===== config.mk =====
export PLATFORM = sky130hd
export DESIGN_NAME = sync_mode_classifier
export DESIGN_NICKNAME = d
export VERILOG_FILES = /design/src/rtl/smc_pkg.sv /design/src/rtl/smc_sync_meter.sv /design/src/rtl/smc_freq_judge.sv /design/src/rtl/smc_mode_decide.sv /design/src/rtl/sync_mode_classifier.sv
export SDC_FILE = /design/constraint.sdc
export NUM_CORES = 1
export LEC_CHECK = 0
export BUFFER_PORTS_ARGS = -buffer_cell sky130_fd_sc_hd__buf_4
export CORE_MARGIN = 4
export CORE_UTILIZATION = 60
export CTS_BUF_LIST = sky130_fd_sc_hd__clkbuf_8
export DETAILED_ROUTE_END_ITERATION = 16
export PLACE_DENSITY = 0.85
export SLEW_MARGIN = 5
export SYNTH_ARGS = -nofsm -noshare
export SYNTH_HDL_FRONTEND = slang
export SYNTH_SLANG_ARGS = --single-unit

===== constraint.sdc =====
create_clock -name clk -period 5.9 [get_ports clk]
set_input_delay 0.59 -clock clk [delete_from_list [all_inputs] [get_ports clk]]
set_output_delay 0.59 -clock clk [all_outputs]
set_load 0.02 [all_outputs]

===== src/rtl/smc_pkg.sv =====
package smc_pkg;

    typedef enum logic [2:0] {
        CLS_NONE,
        CLS_L480,
        CLS_L400,
        CLS_L350,
        CLS_SLOW
    } cls_e;

    // Class from one measurement; slow rate has precedence over polarity.
    function automatic cls_e classify(
        input logic fast_ok,
        input logic fast,
        input logic h_ok,
        input logic h_neg,
        input logic v_ok,
        input logic v_neg
    );
        cls_e c;
        c = CLS_NONE;
        if (fast_ok && h_ok) begin
            if (!fast) begin
                c = CLS_SLOW;
            end else if (v_ok) begin
                case ({h_neg, v_neg})
                    2'b11:   c = CLS_L480;
                    2'b10:   c = CLS_L400;
                    2'b01:   c = CLS_L350;
                    default: c = CLS_NONE;
                endcase
            end
        end
        return c;
    endfunction

    function automatic logic [3:0] cls_onehot(input cls_e c);
        logic [3:0] v;
        case (c)
            CLS_L480: v = 4'b0001;
            CLS_L400: v = 4'b0010;
            CLS_L350: v = 4'b0100;
            CLS_SLOW: v = 4'b1000;
            default:  v = 4'b0000;
        endcase
        return v;
    endfunction

endpackage


===== src/rtl/smc_sync_meter.sv =====
module smc_sync_meter #(
    parameter int CNT_W    = 22,
    parameter int LOST_CYC = 5000,
    parameter int POL_RUNS = 3
) (
    input  logic             clk,
    input  logic             rst_n,
    input  logic             sync_in,
    output logic             level_pos,
    output logic             active,
    output logic             pol_valid,
    output logic             pol_neg,
    output logic             rise_stb,
    output logic             per_stb,
    output logic [CNT_W-1:0] period
);
    localparam int RUN_W = $clog2(POL_RUNS + 1);
    localparam logic [RUN_W-1:0] RUNS_L   = RUN_W'(POL_RUNS);
    localparam logic [CNT_W-1:0] LOST_LIM = CNT_W'(LOST_CYC - 1);

    typedef struct packed {
        logic             ff1;
        logic             ff2;
        logic             prev;
        logic [CNT_W-1:0] per_cnt;
        logic [CNT_W-1:0] hi_cnt;
        logic [CNT_W-1:0] idle_cnt;
        logic             have_first;
        logic [RUN_W-1:0] run;
        logic             last_cand;
        logic             pol_neg;
        logic             pol_valid;
        logic             active;
        logic             rise_stb;
        logic             per_stb;
        logic [CNT_W-1:0] period;
        logic             out;
    } meter_t;

    meter_t q, d;
    logic rise;
    logic cand;

    always_comb begin
        d        = q;
        d.ff1    = sync_in;
        d.ff2    = q.ff1;
        d.prev   = q.ff2;
        rise     = q.ff2 & ~q.prev;
        cand     = ({q.hi_cnt, 1'b0} >= {1'b0, q.per_cnt});
        d.rise_stb = rise;
        d.per_stb  = 1'b0;
        d.out      = q.ff2 ^ q.pol_neg;
        if (rise) begin
            d.per_cnt    = CNT_W'(1);
            d.hi_cnt     = CNT_W'(1);
            d.idle_cnt   = '0;
            d.active     = 1'b1;
            d.have_first = 1'b1;
            if (q.have_first) begin
                d.per_stb   = 1'b1;
                d.period    = q.per_cnt;
                d.last_cand = cand;
                if (q.run != '0 && cand == q.last_cand) begin
                    if (q.run != RUNS_L) begin
                        d.run = q.run + RUN_W'(1);
                    end
                end else begin
                    d.run = RUN_W'(1);
                end
                if (d.run == RUNS_L) begin
                    d.pol_neg   = cand;
                    d.pol_valid = 1'b1;
                end
            end
        end else begin
            if (q.per_cnt != '1) begin
                d.per_cnt = q.per_cnt + CNT_W'(1);
            end
            if (q.ff2 && q.hi_cnt != '1) begin
                d.hi_cnt = q.hi_cnt + CNT_W'(1);
            end
            if (q.idle_cnt != '1) begin
                d.idle_cnt = q.idle_cnt + CNT_W'(1);
            end
            if (q.idle_cnt >= LOST_LIM) begin
                d.active     = 1'b0;
                d.have_first = 1'b0;
                d.run        = '0;
                d.pol_valid  = 1'b0;
            end
        end
    end

    always_ff @(posedge clk) begin
        if (!rst_n) begin
            q <= '0;
        end else begin
            q <= d;
        end
    end

    assign level_pos = q.out;
    assign active    = q.active;
    assign pol_valid = q.pol_valid;
    assign pol_neg   = q.pol_neg;
    assign rise_stb  = q.rise_stb;
    assign per_stb   = q.per_stb;
    assign period    = q.period;

endmodule


===== src/rtl/smc_freq_judge.sv =====
module smc_freq_judge #(
    parameter int CNT_W      = 22,
    parameter int H_FAST_MAX = 1754,
    parameter int H_SLOW_MIN = 1818
) (
    input  logic             clk,
    input  logic             rst_n,
    input  logic             active,
    input  logic             per_stb,
    input  logic [CNT_W-1:0] period,
    output logic             fast,
    output logic             valid,
    output logic             stb
);
    localparam logic [CNT_W-1:0] FAST_L = CNT_W'(H_FAST_MAX);
    localparam logic [CNT_W-1:0] SLOW_L = CNT_W'(H_SLOW_MIN);

    typedef struct packed {
        logic fast;
        logic valid;
        logic stb;
    } judge_t;

    judge_t q, d;

    always_comb begin
        d     = q;
        d.stb = per_stb;
        if (!active) begin
            d.fast  = 1'b0;
            d.valid = 1'b0;
        end else if (per_stb) begin
            d.valid = 1'b1;
            if (period <= FAST_L) begin
                d.fast = 1'b1;
            end else if (period >= SLOW_L) begin
                d.fast = 1'b0;
            end
        end
    end

    always_ff @(posedge clk) begin
        if (!rst_n) begin
            q <= '0;
        end else begin
            q <= d;
        end
    end

    assign fast  = q.fast;
    assign valid = q.valid;
    assign stb   = q.stb;

endmodule


===== src/rtl/smc_mode_decide.sv =====
module smc_mode_decide
    import smc_pkg::*;
(
    input  logic       clk,
    input  logic       rst_n,
    input  logic       judge_stb,
    input  logic       fast,
    input  logic       fast_ok,
    input  logic       h_active,
    input  logic       h_ok,
    input  logic       h_neg,
    input  logic       v_active,
    input  logic       v_ok,
    input  logic       v_neg,
    output logic [3:0] mode_oh,
    output logic       no_signal
);
    typedef struct packed {
        cls_e mode;
        cls_e last;
        logic nosig;
    } decide_t;

    decide_t q, d;
    cls_e cand;

    always_comb begin
        d       = q;
        d.nosig = ~h_active;
        cand    = classify(fast_ok, fast, h_ok, h_neg, v_active & v_ok, v_neg);
        if (!h_active) begin
            d.mode = CLS_NONE;
            d.last = CLS_NONE;
        end else if (judge_stb) begin
            if (cand == q.last) begin
                d.mode = cand;
            end
            d.last = cand;
        end
    end

    always_ff @(posedge clk) begin
        if (!rst_n) begin
            q.mode  <= CLS_NONE;
            q.last  <= CLS_NONE;
            q.nosig <= 1'b1;
        end else begin
            q <= d;
        end
    end

    assign mode_oh   = cls_onehot(q.mode);
    assign no_signal = q.nosig;

endmodule


===== src/rtl/sync_mode_classifier.sv =====
module sync_mode_classifier #(
    parameter int CNT_W      = 22,
    parameter int H_LOST_CYC = 5000,
    parameter int V_LOST_CYC = 2500000,
    parameter int POL_RUNS   = 3,
    parameter int H_FAST_MAX = 1754,
    parameter int H_SLOW_MIN = 1818
) (
    input  logic       clk,
    input  logic       rst_n,
    input  logic       hsync_in,
    input  logic       vsync_in,
    output logic [3:0] mode_oh,
    output logic       no_signal,
    output logic       hsync_out,
    output logic       vsync_out
);
    localparam int NCH = 2;  // channel 0 horizontal, channel 1 vertical

    logic [NCH-1:0] sync_vec;
    logic [NCH-1:0] lvl_vec;
    logic [NCH-1:0] act_vec;
    logic [NCH-1:0] pvld_vec;
    logic [NCH-1:0] pneg_vec;
    logic [NCH-1:0] rise_vec;
    logic [NCH-1:0] pstb_vec;
    logic [CNT_W-1:0] per_arr [NCH];

    logic h_fast;
    logic h_fast_ok;
    logic judge_stb;

    assign sync_vec = {vsync_in, hsync_in};

    for (genvar ch = 0; ch < NCH; ch++) begin : g_meter
        smc_sync_meter #(
            .CNT_W   (CNT_W),
            .LOST_CYC(ch == 0 ? H_LOST_CYC : V_LOST_CYC),
            .POL_RUNS(POL_RUNS)
        ) u_meter (
            .clk      (clk),
            .rst_n    (rst_n),
            .sync_in  (sync_vec[ch]),
            .level_pos(lvl_vec[ch]),
            .active   (act_vec[ch]),
            .pol_valid(pvld_vec[ch]),
            .pol_neg  (pneg_vec[ch]),
            .rise_stb (rise_vec[ch]),
            .per_stb  (pstb_vec[ch]),
            .period   (per_arr[ch])
        );
    end

    smc_freq_judge #(
        .CNT_W     (CNT_W),
        .H_FAST_MAX(H_FAST_MAX),
        .H_SLOW_MIN(H_SLOW_MIN)
    ) u_judge (
        .clk    (clk),
        .rst_n  (rst_n),
        .active (act_vec[0]),
        .per_stb(pstb_vec[0]),
        .period (per_arr[0]),
        .fast   (h_fast),
        .valid  (h_fast_ok),
        .stb    (judge_stb)
    );

    smc_mode_decide u_decide (
        .clk      (clk),
        .rst_n    (rst_n),
        .judge_stb(judge_stb),
        .fast     (h_fast),
        .fast_ok  (h_fast_ok),
        .h_active (act_vec[0]),
        .h_ok     (pvld_vec[0]),
        .h_neg    (pneg_vec[0]),
        .v_active (act_vec[1]),
        .v_ok     (pvld_vec[1]),
        .v_neg    (pneg_vec[1]),
        .mode_oh  (mode_oh),
        .no_signal(no_signal)
    );

    assign hsync_out = lvl_vec[0];
    assign vsync_out = lvl_vec[1];

endmodule


==> metrics.yaml <==
clock_network:
  cts-hold-fix-buffers: 0
  clock_tree.buffer_depth: 2
  cts-htree-levels: 4
  cts-root-buf: "sky130_fd_sc_hd__clkbuf_8"
  cts_setup_buffers: 0
  insertion_delay_ps: 460
  cts_num_sinks: 185
  cts_resized: 0
  tritoncts.num_buffers: 17
  clk_transition_reported_paths_ps: 90
  clock_tree_from_tritoncts: "built"
pwr:
  pwr-share-seq_pct: 58.6
  power-per-cell-area_mw_per_mm2: 220
  sw_ratio_pct: 23.2
  power_switching_mw: 0.504
  cellLeakagePower_nw: 3.49
  vdd_drop_max_uv: 191
  power.total_mw: 2.17
  power.clock.fraction_pct: 38.0
  comb_power_share_pct: 3.3
  power.internal_mw: 1.66
yosys:
  yosys.cell_types.count: 65
  synth_area_leader_cell: "sky130_fd_sc_hd__dfxtp_1"
  synth_top_area_share_pct: 40.0
  yosysSeqAreaShare_pct: 40.0
  syn-cell-area_mm2: 0.00927
  cells_taking_the_most_area_after_synthesis: "sky130_fd_sc_hd__dfxtp_1 (40%), sky130_fd_sc_hd__nor2_1 (6.9%), sky130_fd_sc_hd__ha_1 (6.9%)"
  dominantRegCellSynth: "sky130_fd_sc_hd__dfxtp_1"
  synth_fp_nets: 1179
  synth-edff-count: 0
  yosys_synthesis_warning_count: 0
  cell_count_after_synthesis: 1124
  average_size_of_a_mapped_cell_um2: 8.25
  netlist_top_cells_count: "sky130_fd_sc_hd__dfxtp_1 (185), sky130_fd_sc_hd__nor2_1 (171), sky130_fd_sc_hd__nand2_1 (123)"
  synthMostInstantiatedCell: "sky130_fd_sc_hd__dfxtp_1"
  synthArstFlopShare_pct: 0
  yosys_register_bits: 185
critical_path:
  timing.rr.start: "g_meter[0].u_meter.q[77]$_SDFFE_PP0P_"
  critical_path_launch_point_type: "flop"
  worst_ep_arrival_time_ps: 3000
  reg2regPathDepth: 9
  worst_r2r_setup_slack_ps: 3310
  critical_path.endpoint_type: "flop"
  crit_start: "g_meter[0].u_meter.q[77]$_SDFFE_PP0P_"
  cp_max_fo: 7
  crit-reg2reg-capture: "g_meter[0].u_meter.q[30]$_SDFFE_PN0P_"
  setup.worst_path.end: "g_meter[0].u_meter.q[30]$_SDFFE_PN0P_"
  crit_required_ps: 6300
  worst-setup-path-type: "reg -> reg"
global_route:
  gr-usage-all-layers_pct: 21.5
  grt_pass1_vias: 7000
  grt_pass1_wl_um: 32300
  number_of_antenna_violations_at_the_first_check_in_global_routing: 0
  globalRoute.totalOverflow: 0
  pin_count_of_the_biggest_net_entering_global_routing: 65
final_layout:
  count_of_placed_standard_cells_in_the_final_layout_fillers_left_out: 1325
  fill_cells: 1229
  drive_above_1_share_pct: 5.10
  insertedDiodeCount: 0
  nets: 1180
  area_growth_syn_to_layout_pct: 6.33
detailed_routing:
  detail_route.first_pass.iterations: 5
  detail_route.wirelength_um: 18400
  drt_iter0_markers: 693
  detail_route.wl_per_cell_um: 13.9
  detail_route.drc_violations: 0
  antenna_left: 0
  route.vias.total: 7566
  drt-vias-per-instance: 5.71
status:
  outcome: "finished clean"
timing:
  fin_worst_skew_ps: 12.8
  relSlewSlack_pct: 18.9
  layout_worst_path_cycle_share_pct: 43.9
  rsz0062_at_grt: "false"
  setup-tns-final_ps: 0
  tightestPinTransition_ps: 1210
  post-route-worst-setup-slack_ps: 3310
  finalSetupViolCount: 0
  maxSlewViolCount: 0
  final.min_clock_period_ps: 2590
  maxClockFrequency_mhz: 386
  timing_hold_violations_final: 0
die:
  die_footprint_mm2: 0.0175
  die_x_um: 132
  core_mm2: 0.0151
  die-height_um: 132
  std_cell_rows: 45
  floorplan.io_pins: 11
  starting_density_of_the_core_pct: 61.2
placed_design:
  place_hpwl_um: 13100
  pre_cts_slack_ps: 3380
  gpl.final_weighted_congestion: 0.840
  portBuffers: 10
  dp_cells: 1294
job:
  timing.max_cap.violations: 0
hold_path:
  hold_class: "in -> reg"
-- layout make-up --
cell class / instances / area (µm²) / share of cell area [%]
clock buffer: 18 / 248 / 2.51
clock inverter: 13 / 131 / 1.33
inverter: 60 / 225 / 2.29
multi-input combinational: 849 / 5220 / 53.0
sequential: 185 / 3700 / 37.6
tap: 188 / 235 / 2.39
timing repair buffer: 12 / 90.1 / 0.914
-- metal layers --
layer | wire length, µm | GRT usage [%] | part of all wire (%) | vias to the layer above
met4 | 233 | 6.35 | 1.3 | 0
met5 | 0 | 0 | 0 | -
met3 | 811 | 5.00 | 4.4 | 29
met1 | 9280 | 30.5 | 50 | 3505
met2 | 8100 | 33.0 | 44 | 149
li1 | - | - | - | 3883
-- sequential cells by signal, summed over array words and instances (netlist names) --
| register | flops |
|---|---|
| g_meter.u_meter.q | 140 |
| g_meter.u_meter.period | 22 |
| u_decide.q | 6 |
| g_meter.u_meter.d | 4 |
| g_meter.u_meter.active | 2 |
| g_meter.u_meter.level_pos | 2 |
| g_meter.u_meter.pol_neg | 2 |
| g_meter.u_meter.pol_valid | 2 |
| g_meter.u_meter.per_stb | 1 |
| u_decide.no_signal | 1 |
| u_judge.fast | 1 |
| u_judge.stb | 1 |
| u_judge.valid | 1 |
-- per-stage QoR --
stage,hold slack [ps],area [µm²],util (%)
CTS,308,9850,65.1
global placement,413,9480,62.6
finish,329,9850,65.1
global route,310,9850,65.1
detailed placement,436,9480,62.6
floorplan,412,9270,-
-- cells by family after synthesis --
kind of cell,count (synthesis),share of synthesized area [%]
AO/OA/AOI/OAI,147,9.96
XOR/XNOR,98,9.26
adder cells (fa/ha/maj),51,6.89
buffers and inverters,90,3.75
flip-flops,185,40.0
multiplexers,12,1.30
AND/OR/NAND/NOR,541,28.9
-- cells in the final DEF (no fill, tap or decap), types with 3 or more instances in the layout --
master and instances:
sky130_fd_sc_hd__a211oi_1 9, sky130_fd_sc_hd__a21o_1 8, sky130_fd_sc_hd__a21oi_1 62, sky130_fd_sc_hd__a31oi_1 4, sky130_fd_sc_hd__a32o_1 3, sky130_fd_sc_hd__and2_1 16, sky130_fd_sc_hd__and3_1 15, sky130_fd_sc_hd__and4_1 17
sky130_fd_sc_hd__buf_4 12, sky130_fd_sc_hd__clkbuf_8 18, sky130_fd_sc_hd__clkinv_4 3, sky130_fd_sc_hd__dfxtp_1 185, sky130_fd_sc_hd__ha_1 51, sky130_fd_sc_hd__inv_1 63, sky130_fd_sc_hd__mux2i_1 12, sky130_fd_sc_hd__nand2_1 121
sky130_fd_sc_hd__nand2b_1 6, sky130_fd_sc_hd__nand3_1 58, sky130_fd_sc_hd__nand4_1 34, sky130_fd_sc_hd__nor2_1 171, sky130_fd_sc_hd__nor2b_1 4, sky130_fd_sc_hd__nor3_1 36, sky130_fd_sc_hd__nor3b_1 8, sky130_fd_sc_hd__nor4_1 11
sky130_fd_sc_hd__nor4b_1 3, sky130_fd_sc_hd__o21a_1 4, sky130_fd_sc_hd__o21ai_0 30, sky130_fd_sc_hd__o311a_1 3, sky130_fd_sc_hd__o31ai_1 4, sky130_fd_sc_hd__or2_2 3, sky130_fd_sc_hd__or3_1 20, sky130_fd_sc_hd__xnor2_1 65
sky130_fd_sc_hd__xor2_1 33
-- how the worst min path moves through the flow --
stage,endpoint,cells after the start,start
2_1_floorplan,g_meter[0].u_meter.d[98]$_SDFF_PN0_,1,g_meter[0].u_meter.d[99]$_SDFF_PN0_
3_3_place_gp,g_meter[0].u_meter.d[98]$_SDFF_PN0_,1,g_meter[0].u_meter.d[99]$_SDFF_PN0_
3_5_place_dp,g_meter[0].u_meter.d[98]$_SDFF_PN0_,1,g_meter[0].u_meter.d[99]$_SDFF_PN0_
4_1_cts,g_meter[1].u_meter.d[99]$_SDFF_PN0_,2,vsync_in
5_1_grt,g_meter[1].u_meter.d[99]$_SDFF_PN0_,2,vsync_in
6_report,g_meter[1].u_meter.d[99]$_SDFF_PN0_,2,vsync_in
-- critical path, stage by stage (launching register included) --
cell and delay [ps]:
sky130_fd_sc_hd__dfxtp_1 420, sky130_fd_sc_hd__inv_1 70, sky130_fd_sc_hd__ha_1 260, sky130_fd_sc_hd__nor2b_1 120
sky130_fd_sc_hd__o21ai_0 150, sky130_fd_sc_hd__a21oi_1 90, sky130_fd_sc_hd__a2111oi_0 380, sky130_fd_sc_hd__o221ai_1 380
sky130_fd_sc_hd__or4b_1 600, sky130_fd_sc_hd__nand3_1 80
-- power groups by stage --
stage	registers (mW)	logic (mW)	clock network, mW
floorplan	1.30	0.0558	0
global placement	1.30	0.0701	0
detailed placement	1.30	0.0719	0
CTS	1.27	0.0722	0.844
global route	1.27	0.0820	0.898
finish	1.27	0.0718	0.825
Power figures use the tool's default switching activity.
